$ cat src/rtl/i2c_irq_pkg.sv
// Shared constants for the I2C interrupt unit: event bit positions,
// the set of latched bits and the word address map of the register port.
package i2c_irq_pkg;
    localparam int EVT_N = 12;

    localparam int B_RX_UF    = 0;
    localparam int B_RX_OF    = 1;
    localparam int B_RX_FULL  = 2;
    localparam int B_TX_OF    = 3;
    localparam int B_TX_EMPTY = 4;
    localparam int B_RD_REQ   = 5;
    localparam int B_TX_ABT   = 6;
    localparam int B_RX_DONE  = 7;
    localparam int B_ACT      = 8;
    localparam int B_STOP     = 9;
    localparam int B_START    = 10;
    localparam int B_GCALL    = 11;

    // Bits that are latched from pulses; the two level bits are excluded.
    localparam logic [EVT_N-1:0] LATCH_MASK =
        ~((EVT_N'(1) << B_RX_FULL) | (EVT_N'(1) << B_TX_EMPTY));

    // Word address map.
    localparam int A_RAW      = 0;
    localparam int A_MASKED   = 1;
    localparam int A_MASK     = 2;
    localparam int A_RX_THR   = 3;
    localparam int A_TX_THR   = 4;
    localparam int A_CLR_ALL  = 5;
    localparam int A_CLR_BASE = 16;
endpackage

$ cat src/rtl/irq_level_flags.sv
// Level-derived flags: compares FIFO fill levels with their thresholds.
// Assumes levels and thresholds share the same unsigned width.
module irq_level_flags #(
    parameter int LVL_W = 7
) (
    input  logic [LVL_W-1:0] rx_level,
    input  logic [LVL_W-1:0] tx_level,
    input  logic [LVL_W-1:0] rx_thr,
    input  logic [LVL_W-1:0] tx_thr,
    output logic             rx_full,
    output logic             tx_empty
);
    // Receive side asks for service once the level passes its threshold.
    assign rx_full  = (rx_level > rx_thr);
    // Transmit side asks for data once the level falls to its threshold.
    assign tx_empty = (tx_level <= tx_thr);
endmodule

$ cat src/rtl/irq_event_latch.sv
// Bank of sticky event flags. Each bit selected in KEEP is set by a pulse,
// cleared by a clear strobe, and a set wins over a clear in the same cycle.
// Bits not selected in KEEP are tied to zero.
module irq_event_latch #(
    parameter int             N    = 12,
    parameter logic [N-1:0]   KEEP = '1
) (
    input  logic         clk,
    input  logic         rst_n,
    input  logic [N-1:0] set_i,
    input  logic [N-1:0] clr_i,
    output logic [N-1:0] flags_o
);
    for (genvar g = 0; g < N; g++) begin : g_bit
        if (KEEP[g]) begin : g_keep
            logic flag_q;
            // Hold the flag; a new event takes priority over a clear.
            always_ff @(posedge clk) begin
                if (!rst_n)
                    flag_q <= 1'b0;
                else if (set_i[g])
                    flag_q <= 1'b1;
                else if (clr_i[g])
                    flag_q <= 1'b0;
            end
            assign flags_o[g] = flag_q;
        end else begin : g_tie
            assign flags_o[g] = 1'b0;
        end
    end
endmodule

$ cat src/rtl/irq_reg_port.sv
// Register port of the interrupt unit: holds the mask and the two
// thresholds, decodes reads, produces the clear strobes, and registers
// read data for one cycle. Assumes ADDR_W >= 5 and DATA_W > EVT_N >= LVL_W.
module irq_reg_port
    import i2c_irq_pkg::*;
#(
    parameter int ADDR_W = 5,
    parameter int DATA_W = 16,
    parameter int LVL_W  = 7
) (
    input  logic              clk,
    input  logic              rst_n,
    input  logic              wr_en,
    input  logic [ADDR_W-1:0] wr_addr,
    input  logic [DATA_W-1:0] wr_data,
    input  logic              rd_en,
    input  logic [ADDR_W-1:0] rd_addr,
    input  logic [EVT_N-1:0]  raw_i,
    input  logic [EVT_N-1:0]  latched_i,
    output logic [EVT_N-1:0]  mask_o,
    output logic [LVL_W-1:0]  rx_thr_o,
    output logic [LVL_W-1:0]  tx_thr_o,
    output logic [EVT_N-1:0]  clr_o,
    output logic [DATA_W-1:0] rd_data_o
);
    logic [DATA_W-1:0] rd_next;
    logic              unused_hi;

    assign unused_hi = ^wr_data[DATA_W-1:EVT_N];

    // Configuration registers written through the port.
    always_ff @(posedge clk) begin
        if (!rst_n) begin
            mask_o   <= '0;
            rx_thr_o <= '0;
            tx_thr_o <= '0;
        end else if (wr_en) begin
            if (wr_addr == ADDR_W'(A_MASK))
                mask_o <= wr_data[EVT_N-1:0];
            if (wr_addr == ADDR_W'(A_RX_THR))
                rx_thr_o <= wr_data[LVL_W-1:0];
            if (wr_addr == ADDR_W'(A_TX_THR))
                tx_thr_o <= wr_data[LVL_W-1:0];
        end
    end

    // Clear strobes from per-bit and combined clear reads.
    always_comb begin
        clr_o = '0;
        if (rd_en) begin
            if (rd_addr == ADDR_W'(A_CLR_ALL))
                clr_o = LATCH_MASK;
            for (int i = 0; i < EVT_N; i++) begin
                if (rd_addr == ADDR_W'(A_CLR_BASE + i))
                    clr_o[i] = LATCH_MASK[i];
            end
        end
    end

    // Read data selection, taken before any clear lands.
    always_comb begin
        rd_next = '0;
        if (rd_addr == ADDR_W'(A_RAW))
            rd_next[EVT_N-1:0] = raw_i;
        else if (rd_addr == ADDR_W'(A_MASKED))
            rd_next[EVT_N-1:0] = raw_i & mask_o;
        else if (rd_addr == ADDR_W'(A_MASK))
            rd_next[EVT_N-1:0] = mask_o;
        else if (rd_addr == ADDR_W'(A_RX_THR))
            rd_next[LVL_W-1:0] = rx_thr_o;
        else if (rd_addr == ADDR_W'(A_TX_THR))
            rd_next[LVL_W-1:0] = tx_thr_o;
        else if (rd_addr == ADDR_W'(A_CLR_ALL))
            rd_next[0] = |latched_i;
        else begin
            for (int i = 0; i < EVT_N; i++) begin
                if (rd_addr == ADDR_W'(A_CLR_BASE + i))
                    rd_next[0] = latched_i[i];
            end
        end
    end

    // Registered read data, zero in cycles without a read.
    always_ff @(posedge clk) begin
        if (!rst_n)
            rd_data_o <= '0;
        else
            rd_data_o <= rd_en ? rd_next : '0;
    end
endmodule

$ cat src/rtl/i2c_irq_unit.sv
// I2C interrupt status and clear unit. Latches event pulses, derives the
// FIFO threshold flags, masks the result and drives one interrupt line.
// Assumes event pulses are synchronous to clk.
module i2c_irq_unit
    import i2c_irq_pkg::*;
#(
    parameter int LVL_W  = 7,
    parameter int ADDR_W = 5,
    parameter int DATA_W = 16
) (
    input  logic              clk,
    input  logic              rst_n,
    input  logic [11:0]       evt_pulse,
    input  logic [LVL_W-1:0]  rx_level,
    input  logic [LVL_W-1:0]  tx_level,
    input  logic              wr_en,
    input  logic [ADDR_W-1:0] wr_addr,
    input  logic [DATA_W-1:0] wr_data,
    input  logic              rd_en,
    input  logic [ADDR_W-1:0] rd_addr,
    output logic [DATA_W-1:0] rd_data,
    output logic              irq
);
    logic [EVT_N-1:0] latched_q;
    logic [EVT_N-1:0] clr_vec;
    logic [EVT_N-1:0] mask_q;
    logic [EVT_N-1:0] raw_stat;
    logic [LVL_W-1:0] rx_thr_q;
    logic [LVL_W-1:0] tx_thr_q;
    logic             rx_full;
    logic             tx_empty;

    irq_level_flags #(.LVL_W(LVL_W)) u_levels (
        .rx_level (rx_level),
        .tx_level (tx_level),
        .rx_thr   (rx_thr_q),
        .tx_thr   (tx_thr_q),
        .rx_full  (rx_full),
        .tx_empty (tx_empty)
    );

    irq_event_latch #(.N(EVT_N), .KEEP(LATCH_MASK)) u_latch (
        .clk     (clk),
        .rst_n   (rst_n),
        .set_i   (evt_pulse),
        .clr_i   (clr_vec),
        .flags_o (latched_q)
    );

    // Raw status: latched events plus the two live level flags.
    always_comb begin
        raw_stat             = latched_q;
        raw_stat[B_RX_FULL]  = rx_full;
        raw_stat[B_TX_EMPTY] = tx_empty;
    end

    irq_reg_port #(.ADDR_W(ADDR_W), .DATA_W(DATA_W), .LVL_W(LVL_W)) u_port (
        .clk       (clk),
        .rst_n     (rst_n),
        .wr_en     (wr_en),
        .wr_addr   (wr_addr),
        .wr_data   (wr_data),
        .rd_en     (rd_en),
        .rd_addr   (rd_addr),
        .raw_i     (raw_stat),
        .latched_i (latched_q),
        .mask_o    (mask_q),
        .rx_thr_o  (rx_thr_q),
        .tx_thr_o  (tx_thr_q),
        .clr_o     (clr_vec),
        .rd_data_o (rd_data)
    );

    // Interrupt line: any enabled status bit.
    assign irq = |(raw_stat & mask_q);
endmodule

$ cat config.mk
export PLATFORM = sky130hd
export DESIGN_NAME = i2c_irq_unit
export DESIGN_NICKNAME = d
export VERILOG_FILES = /design/src/rtl/i2c_irq_pkg.sv /design/src/rtl/irq_level_flags.sv /design/src/rtl/irq_event_latch.sv /design/src/rtl/irq_reg_port.sv /design/src/rtl/i2c_irq_unit.sv
export SDC_FILE = /design/constraint.sdc
export NUM_CORES = 1
export LEC_CHECK = 0
export ABC_AREA = 1
export ABC_CLOCK_PERIOD_IN_PS = 2000
export BUFFER_PORTS_ARGS = -buffer_cell sky130_fd_sc_hd__buf_2
export CAP_MARGIN = 20
export CORE_MARGIN = 2
export CORE_UTILIZATION = 50
export CTS_BUF_LIST = sky130_fd_sc_hd__clkbuf_8 sky130_fd_sc_hd__clkbuf_16
export DETAILED_ROUTE_END_ITERATION = 10
export GPL_TIMING_DRIVEN = 0
export PLACE_DENSITY = 0.77
export SETUP_SLACK_MARGIN = 0.02
export SYNTH_ARGS = -nofsm -noshare
export SYNTH_HDL_FRONTEND = slang
export SYNTH_SLANG_ARGS = --single-unit
$ cat constraint.sdc
create_clock -name clk -period 2 [get_ports clk]
set_clock_uncertainty 0.1 [all_clocks]
set_input_delay 0.2 -clock clk [delete_from_list [all_inputs] [get_ports clk]]
set_output_delay 0.2 -clock clk [all_outputs]
set_load 0.02 [all_outputs]
==> results.cfg, run 1 <==
[cells_and_area]
final_area_sq_mm = 0.003323
fin_nets = 524
flow.area_growth_from_synthesis_pct = 27.33
utilization = 0.6548
fill_cells = 488
insertedDiodeCount = 0
drive_gt1_frac = 0.2703

[pwr]
cellPowerDensity_mw_per_mm2 = 617.0
design_power_total_mw = 2.050
leakagePower_nw = 1.491
power.ir.vdd_worst_v = 0.0004816

[global_route]
grt_pass1_vias = 2575
initial_antenna_violation_count = 0
grt_start_max_net_pins = 16
grt_first_pass_wirelength_mm = 11.81
grt.total_usage = 0.2500
globalRoute.totalOverflow = 0

[floorplanning]
design.core.area_sq_mm = 0.005075
die_w_um = 76.25
top_level_ports = 73
row_count = 26
dieHeight_um = 76.25
die_area_sq_mm = 0.005814
floorplan.initialDensity = 0.5143

[critical_path]
critPathRequiredTime_ns = 1.70
worst_r2r_startpoint = u_port.rx_thr_o[2]$_SDFFE_PN0P_
path_buf_inv = 2
reg2reg_depth = 14
critical_path_arrival_ns = 1.89
cpLargestDelayFamily = compound AO/OA/AOI/OAI gates
worst_setup_path_end_kind = primary output
setup.worst_path.start_class = register
worstPathCellList = inv_2, ha_4, nand2_2, o21ai_2, a221oi_2, o21ai_2, nand2_2, o211ai_1, buf_4
critPathSlowestCell = dfxtp_2
reg2reg_to = u_port.rd_data_o[2]$_SDFF_PN0_
critPathMaxFanout = 2
worstSetupStartpoint = u_port.rx_thr_o[2]$_SDFFE_PN0P_
crit_path_max_incr_delay_ns = 0.33
setup.reg_to_reg.worst_slack_ns = -0.07
critPathKind = register to primary output

[outcome]
outcome = finished, violations left
violations_in_the_final_reports = hold timing, setup timing

[clock_network]
path_clk_slew_ns = 0.09
clock-root-buffer = clkbuf_8
ctsHtreeMaxLevel = 2
cts_tree = yes
cts_made_buffers = 5
cts_num_sinks = 48
clockBufferDepth = 2
worstSkewPairLatency_ns = 0.31

[sta]
timing.final.setup_violations = 2
worst_slack_ns = -0.1929
timing.final.crit_share = 1.096
grt_setup_unrepaired = true
max_freq_mhz = 456.0
clock_period_minus_final_worst_setup_slack_ns = 2.193
finalHoldViolations = 1
worst_case_hold_slack_ns = -0.007922
timing.final.max_slew_violations = 0

[logic_synthesis]
yosys.area.top_type_share = 0.3682
yosys-top-cells-area = dfxtp_1, nand2_1, o21ai_0
synth_seq_area_share = 0.3682
synth.cell_area_sq_mm = 0.002610
yosysWarningCount = 0
mean_post_synth_cell_area_sq_um = 7.016
postSynthRegisterBits = 48
yosys.cell_types.count = 30
synth_largest_area_cell = dfxtp_1
synth_cells = 372

[placement]
hpwl_mm = 5.337
place_ws_ns = -0.07362
portBuffers = 61
place_area_sq_mm = 0.003014
gp_congestion = 0.9588

[worst_hold_path]
hold_path_class = input port to register
min-delay-start = evt_pulse[5]
number_of_stages_on_the_worst_hold_path = 3
min_to = u_latch.g_bit[5].g_keep.flag_q$_SDFFE_PN0P_

[routing]
wl_cell_um = 13.67
drt_pre_antenna_iters = 5
drc = 0
routed_wl_mm = 7.178
ant_nets = 0
via_count = 2764
viasPerCell = 5.265
drt_iter0_markers = 275

[run]
cap_viol_max_count = 0
-- cells in the final DEF (no fill, tap or decap), types with 2 or more instances in the layout --
cell            n
dfxtp_1        46
clkbuf_8        6
a31oi_1         4
clkbuf_1        6
buf_6           5
dfxtp_2         2
ha_4            3
nor2_2          4
nand2_1        55
buf_2          62
nor4_1          3
dlygate4sd3_1   3
ha_1           11
o211ai_1        7
o21ai_2         2
a21oi_2         2
buf_4          10
o21ai_0        36
o22ai_1         6
inv_1          38
inv_2          11
nand2_2         6
nand4_1        12
conb_1          4
nor2_1         48
nor3_2          3
a21oi_1        35
nor3_1          4
nand3_1        11
-- power breakdown --
group | switching (mW) | internal, mW
Combinational | 0.163 | 0.131
Sequential | 0.0315 | 0.978
Clock | 0.338 | 0.409
-- how the worst max path moves through the flow --
stage,cells after the start,slack (ns),endpoint
6_report,9,-0.19,irq
2_1_floorplan,8,0.15,irq
3_5_place_dp,9,-0.07,irq
5_1_grt,9,-0.27,irq
3_3_place_gp,9,0.004,irq
4_1_cts,9,-0.25,irq
-- synthesized netlist by cell type (all sizes together) --
master   n
o211ai   7
a21oi   38
nor3     8
o22ai    7
o221ai   1
o21ai   38
a31oi    4
dfxtp   48
ha      14
nand4   12
inv     49
buf      8
nor2    53
conb     1
nor4     3
nand3   11
clkbuf   6
nand2   61
a221oi   1
nand3b   1
clkinv   1
-- logic make-up (layout without fill, tap and decap cells) --
kind of cell    after synthesis  count (layout)  share of synthesized area
other cells                   1               4                   0.001437
flops                        48              48                     0.3682
simple gates                149             149                     0.2598
fa+ha+maj                    14              14                    0.06711
buf+inv                      64             144                     0.1031
compound gates               96              96                     0.2004
-- through the flow --
step            TNS, ns  std cells
2_1_floorplan         0        375
3_3_place_gp          0        506
3_5_place_dp   -0.07362        506
4_1_cts         -0.4657        524
5_1_grt         -0.4148        525
6_report        -0.2616        525
-- metal layers --
layer	vias to the layer above	GRT usage	routed length [um]
met3	21	0.06398	553
li1	1406	-	-
met2	117	0.3814	3175
met5	-	0	0
met4	0	0.07273	154
met1	1220	0.3492	3294
-- what timing repair did --
item	4_1_cts	5_1_grt
hold buffers	3	0
hold endpoints to repair	3	0
setup endpoints to repair	1	2
resized for setup	14	10
setup buffers	7	2
pin swaps	8	10
-- cell type report --
cell class	instances	area, sq um	area share
Tap cell	70	87.58	0.02636
Clock inverter	2	38.79	0.01167
Inverter	50	187.7	0.05648
Sequential cell	48	963.4	0.2899
Timing Repair Buffer	72	412.9	0.1242
Buffer	14	81.33	0.02447
Clock buffer	6	82.58	0.02485
Multi-Input combinational cell	263	1469	0.4420
-- flip-flops by register name, summed over array words and instances (netlist names) --
register	cells
u_port.mask_o	12
u_port.rd_data_o	12
u_port.tx_thr_o	7
u_latch.g_bit.g_keep.flag_q	10
u_port.rx_thr_o	7
-- worst reg2reg max path: cells and delay by family (launching register included) --
family,cells,cell delay (ns)
simple gates,3,0.25
flops,1,0.33
fa+ha+maj,1,0.28
compound gates,4,0.54
buf+inv,6,0.52
(Power assumes the default switching activity.)
==> run 2: changes to the inputs <==
--- a/config.mk
+++ b/config.mk
@@ -5,7 +5,6 @@
 export SDC_FILE = /design/constraint.sdc
 export NUM_CORES = 1
 export LEC_CHECK = 0
-export ABC_AREA = 1
 export ABC_CLOCK_PERIOD_IN_PS = 2000
 export BUFFER_PORTS_ARGS = -buffer_cell sky130_fd_sc_hd__buf_2
 export CAP_MARGIN = 20
@@ -14,7 +13,7 @@
 export CTS_BUF_LIST = sky130_fd_sc_hd__clkbuf_8 sky130_fd_sc_hd__clkbuf_16
 export DETAILED_ROUTE_END_ITERATION = 10
 export GPL_TIMING_DRIVEN = 0
-export PLACE_DENSITY = 0.77
+export PLACE_DENSITY = 0.76
 export SETUP_SLACK_MARGIN = 0.02
 export SYNTH_ARGS = -nofsm -noshare
 export SYNTH_HDL_FRONTEND = slang
==> run 2 against run 1 <==
  * The flow finishes with violations (setup timing)
  * Synthesized cell count fell by 10%
  * Core utilization fell by 0.081 points
  * Cell count shrank 7.2%
  * Register-to-register slack better by 0.17 ns
  * Area after synthesis increased by 11%
  * Die area up 10%
  * Via count grew 2.1%
  * Sequential power is essentially flat
==> results.cfg, run 2 <==
[logic_synthesis]
synth_largest_area_cell = dfxtp_1
synth_cells = 333
synth_most_common_cell = dfxtp_1
mean_post_synth_cell_area_sq_um = 8.668
yosys-top-cells-area = dfxtp_1, mux2i_1, nor2b_1
synth_seq_area_share = 0.3329
postSynthRegisterBits = 48
yosys.area.top_type_share = 0.3329
synth_top_cells_by_count = dfxtp_1, nor2b_1, mux2i_1
async_s_r_ff_share_synth = 0
synth.cell_area_sq_mm = 0.002887
synth-main-ff-cell = dfxtp_1
synth_enable_flop_cells = 0
yosys.cell_types.count = 55
yosysWarningCount = 0

[global_route]
globalRoute.totalOverflow = 0
grt_util_met3 = 0.04299
grt.total_usage = 0.2595
initial_antenna_violation_count = 0
grt_pass1_vias = 2687
grt_first_pass_wirelength_mm = 12.88
grt-busiest-layer = met2
use_met1 = 0.3403
grt_start_max_net_pins = 15
global_route.usage.met2 = 0.4300

[worst_hold_path]
hold_path_class = input port to register

[clock_network]
cts.hold.buffers_added = 0
worstSkewPairLatency_ns = 0.30
path_clk_slew_ns = 0.09
cts_num_sinks = 48
ctsHtreeMaxLevel = 2
cts_tree = yes
clock-root-buffer = clkbuf_8
clockBufferDepth = 2
cts_made_buffers = 5

[sta]
timing.final.max_slew_violations = 0
worst_case_hold_slack_ns = 0.02573
timing.final.setup_violations = 1
finalHoldViolations = 0
max_freq_mhz = 447.0
grt_setup_unrepaired = true
timing.final.crit_share = 1.119
slew-limit-headroom = 0.6425
setup-tns-final_ns = -0.2373
worst_slack_ns = -0.2373
clock_period_minus_final_worst_setup_slack_ns = 2.237
tightest_slew_ns = 0.5363

[routing]
viasPerCell = 5.795
drc = 0
drt_pre_antenna_iters = 5
ant_nets = 0
drt_iter0_markers = 257
via_count = 2822
wl_cell_um = 16.61
routed_wl_mm = 8.087

[floorplanning]
floorplan.initialDensity = 0.5210
design.core.area_sq_mm = 0.005540
row_count = 27
die_w_um = 79.98
top_level_ports = 73
die_area_sq_mm = 0.006397
dieHeight_um = 79.98

[critical_path]
critPathKind = register to primary output
worst_setup_path_end_kind = primary output
critPathMaxFanout = 3
critical_path_arrival_ns = 1.94
critPathRequiredTime_ns = 1.70
setup.worst_path.start_class = register

[cells_and_area]
finish.cell_count_without_fillers = 487
flow.area_growth_from_synthesis_pct = 25.53
insertedDiodeCount = 0
largestRegisters = u_port.mask_o: 12 flops, u_port.rd_data_o: 12 flops, u_latch.g_bit.g_keep.flag_q: 10 flops
most_common_cell_after_layout_fill_and_taps_aside = buf_2
fin_nets = 485
fill_cells = 481
highest_count_cells_in_the_layout_ignoring_fill_and_taps = buf_2, nor2b_1, dfxtp_1
drive_gt1_frac = 0.3036

[placement]
hpwl_mm = 5.800
gp_congestion = 0.9081
place.detailed.instances = 467
portBuffers = 59

[run]
cap_viol_max_count = 0

[pwr]
power.ir.vdd_worst_v = 0.0003023
cellPowerDensity_mw_per_mm2 = 599.2
leakagePower_nw = 1.617

[outcome]
violations_in_the_final_reports = setup timing
outcome = finished, violations left
==> run 2: critical path, stage by stage (launching register included) <==
cell and delay, ns:
dfxtp_2 0.35, inv_2 0.04, ha_4 0.22, a211o_1 0.28, a21oi_2 0.15, a31oi_2 0.14
a21oi_1 0.21, o21ai_1 0.09, buf_4 0.16
==> run 2: final timing paths <==
| path | startpoint | endpoint | slack (ns) | cells after the start |
|---|---|---|---|---|
| setup reg to reg | u_port.rx_thr_o[2]$_SDFFE_PN0P_ | u_port.rd_data_o[2]$_SDFF_PN0_ | 0.10 | 9 |
| setup / recovery | u_port.rx_thr_o[4]$_SDFFE_PN0P_ | irq | -0.24 | 8 |
| hold reg to reg | u_port.rx_thr_o[1]$_SDFFE_PN0P_ | u_port.rx_thr_o[1]$_SDFFE_PN0P_ | 0.45 | 2 |
| hold / removal | evt_pulse[6] | u_latch.g_bit[6].g_keep.flag_q$_SDFFE_PN0P_ | 0.03 | 3 |
==> run 2: per-layer routing <==
metal  vias up  wire length [um]  part of all wire
met5         -                 0                 0
met4         0               197             0.024
met3        23               463             0.057
met2       127              3883              0.48
met1      1332              3542              0.44
li1       1340                 -                 -
==> run 2: cell type report <==
cell class / count / area, sq um / area share
clock inverter: 2 / 60.06 / 0.01657
tap: 72 / 90.09 / 0.02486
inverter: 17 / 63.81 / 0.01761
sequential: 48 / 972.2 / 0.2683
multi-input combinational: 248 / 1846 / 0.5093
timing repair buffer: 72 / 395.4 / 0.1091
buffer: 23 / 127.6 / 0.03522
clock buffer: 5 / 68.82 / 0.01899
==> run 2: logic make-up (layout without fill, tap and decap cells) <==
family,Yosys count,after routing,share of synthesized area
buffers and inverters,40,119,0.06632
AO/OA/AOI/OAI,75,75,0.1682
adder cells (fa/ha/maj),14,14,0.06069
multiplexers,32,32,0.1114
flip-flops,48,48,0.3329
AND/OR/NAND/NOR,120,120,0.2501
XOR/XNOR,3,3,0.009104
other,1,4,0.001299
==> run 2: metrics by stage <==
step	worst slack [ns]	utilization	power (mW)	instance area (sq um)
6_report	-0.2373	0.6540	2.171	3623
5_1_grt	-0.2537	0.6540	2.242	3623
4_1_cts	-0.1458	0.6360	2.149	3523
3_5_place_dp	0.01732	0.5926	1.342	3283
3_3_place_gp	0.02630	0.5926	1.334	3283
2_1_floorplan	0.2274	-	1.226	2898
==> run 2: report_power, final <==
part / switching (mW) / internal [mW]
registers: 0.0309 / 0.976
logic: 0.189 / 0.165
clock network: 0.319 / 0.492
total: 0.539 / 1.63
==> run 2: timing repair <==
action	CTS	global route
resized for setup	17	10
endpoints found under the setup margin	1	2
gates cloned	0	0
setup buffers	7	6
pin swaps	7	7
==> run 3: changes to the inputs <==
--- a/config.mk
+++ b/config.mk
@@ -7,12 +7,12 @@
 export LEC_CHECK = 0
 export ABC_CLOCK_PERIOD_IN_PS = 2000
 export BUFFER_PORTS_ARGS = -buffer_cell sky130_fd_sc_hd__buf_2
-export CAP_MARGIN = 20
 export CORE_MARGIN = 2
 export CORE_UTILIZATION = 50
 export CTS_BUF_LIST = sky130_fd_sc_hd__clkbuf_8 sky130_fd_sc_hd__clkbuf_16
 export DETAILED_ROUTE_END_ITERATION = 10
 export GPL_TIMING_DRIVEN = 0
+export HOLD_SLACK_MARGIN = 0.12
 export PLACE_DENSITY = 0.76
 export SETUP_SLACK_MARGIN = 0.02
 export SYNTH_ARGS = -nofsm -noshare
==> constraint.sdc (replaced) <==
create_clock -name clk -period 2 [get_ports clk]
set_clock_uncertainty 0.1 [all_clocks]
set_input_delay 0.1 -clock clk [delete_from_list [all_inputs] [get_ports clk]]
set_output_delay 0.1 -clock clk [all_outputs]
set_load 0.02 [all_outputs]
==> run 3 against run 2 <==
  * The run still ends with setup timing left
  * Combinational power rose by 7.6%
  * Register-to-register slack better by 0.03 ns
  * Core utilization rose by 3.8 points
  * Non-clock buffer count increased by 23
  * Fmax rose by 7.4%
  * Critical endpoint unchanged
  * Wire length increased by 0.99%
  * Largest power group unchanged
  * Die area did not move
==> results.cfg, run 3 (synthesis gave the netlist of run 2 again) <==
[outcome]
outcome = finished, violations left
violations_in_the_final_reports = setup timing

[sta]
grt_setup_unrepaired = true
timing.final.max_slew_violations = 0
slew-limit-headroom = 0.6432
max_freq_mhz = 480.2
tightest_slew_ns = 0.5351
worst_slack_ns = -0.08232
timing.final.crit_share = 1.041
finalHoldViolations = 0
timing.final.setup_violations = 1
clock_period_minus_final_worst_setup_slack_ns = 2.082

[placement]
gp_congestion = 0.9081
hpwl_mm = 5.800
place_area_sq_mm = 0.003283
portBuffers = 59

[cells_and_area]
highest_count_cells_in_the_layout_ignoring_fill_and_taps = buf_2, nor2b_1, dfxtp_1
most_common_cell_after_layout_fill_and_taps_aside = buf_2
flow.area_growth_from_synthesis_pct = 32.77
insertedDiodeCount = 0
fin_nets = 508
utilization = 0.6917
drive_gt1_frac = 0.2831
final_area_sq_mm = 0.003832
largestRegisters = u_port.mask_o: 12 flops, u_port.rd_data_o: 12 flops, u_latch.g_bit.g_keep.flag_q: 10 flops

[clock_network]
path_clk_slew_ns = 0.09
cts_made_buffers = 5
clock-root-buffer = clkbuf_8
worstSkewPairLatency_ns = 0.31
cts_tree = yes
cts_num_sinks = 48
ctsHtreeMaxLevel = 2
clockBufferDepth = 2

[routing]
ant_nets = 0
wl_cell_um = 16.01
drc = 0
routed_wl_mm = 8.167
drt_pre_antenna_iters = 5
drt_iter0_markers = 214
viasPerCell = 5.602
via_count = 2857

[floorplanning]
design.core.area_sq_mm = 0.005540
floorplan.initialDensity = 0.5210
die_area_sq_mm = 0.006397
dieHeight_um = 79.98
top_level_ports = 73
row_count = 27
die_w_um = 79.98

[critical_path]
critPathRequiredTime_ns = 1.80
worst_setup_path_end_kind = primary output
critical_path_arrival_ns = 1.88
critPathKind = register to primary output
setup.worst_path.start_class = register
critPathMaxFanout = 3

[run]
cap_viol_max_count = 0

[global_route]
grt.total_usage = 0.2674
initial_antenna_violation_count = 0
globalRoute.totalOverflow = 0
grt_first_pass_wirelength_mm = 13.28
grt_start_max_net_pins = 15
grt_pass1_vias = 2778

[pwr]
cellPowerDensity_mw_per_mm2 = 575.7
power.ir.vdd_worst_v = 0.0003136
leakagePower_nw = 1.710
design_power_total_mw = 2.206

[worst_hold_path]
hold_path_class = input port to register
-- run 3: final timing paths --
check | startpoint | end | slack [ns] | cells past startpoint
worst max-delay path | u_port.rx_thr_o[4]$_SDFFE_PN0P_ | irq | -0.08 | 8
worst min-delay path | rst_n | u_port.rd_data_o[3]$_SDFF_PN0_ | 0.15 | 3
worst max register to register | u_port.rx_thr_o[6]$_SDFFE_PN0P_ | u_port.rd_data_o[2]$_SDFF_PN0_ | 0.13 | 8
worst min register to register | u_port.rx_thr_o[1]$_SDFFE_PN0P_ | u_port.rx_thr_o[1]$_SDFFE_PN0P_ | 0.45 | 2
-- run 3: report_power, final --
part	switching, mW	internal, mW	total [mW]
Sequential	0.0317	0.976	1.01
Clock	0.326	0.492	0.818
Combinational	0.191	0.190	0.381
Total	0.549	1.66	2.21
-- run 3: critical path: stages, from the launching register on --
cell	delay, ns
dfxtp_2	0.35
inv_2	0.05
ha_4	0.22
a211o_1	0.26
a21oi_2	0.13
a31oi_2	0.14
a21oi_1	0.17
o21ai_1	0.10
buf_4	0.16
-- run 3: layer usage --
metal,up-vias,share of wire,track usage,wire (um)
met5,-,0,0,0
met4,0,0.019,0.08644,157
met2,113,0.49,0.4483,3993
met1,1345,0.43,0.3494,3510
met3,15,0.062,0.04299,506
li1,1384,-,-,-
-- run 3: through the flow --
stage / worst slack, ns / hold slack, ns / instances / TNS [ns]
3_5_place_dp: 0.05997 / 0.2343 / 467 / 0
3_3_place_gp: 0.08418 / 0.2258 / 467 / 0
5_1_grt: -0.1027 / 0.1997 / 510 / -0.1027
6_report: -0.08232 / 0.1527 / 510 / -0.08232
4_1_cts: -0.04581 / 0.1478 / 505 / -0.04581
2_1_floorplan: 0.3274 / 0.1385 / 336 / 0
-- run 3: cell type report --
type,count,area (sq um)
Buffer,23,127.6
Clock buffer,5,68.82
Clock inverter,2,60.06
Fill cell,460,1708
Inverter,17,63.81
Multi-Input combinational cell,248,1822
Sequential cell,48,972.2
Tap cell,72,90.09
Timing Repair Buffer,95,628.1
-- run 3: repair_timing --
action                                  in CTS  in global routing
setup buffers                                7                  5
pin swaps                                    7                  9
endpoints found under the setup margin       1                  1
endpoints found under the hold margin       38                  0
resized for setup                           17                  7
gates cloned                                 0                  0
hold buffers                                24                  0
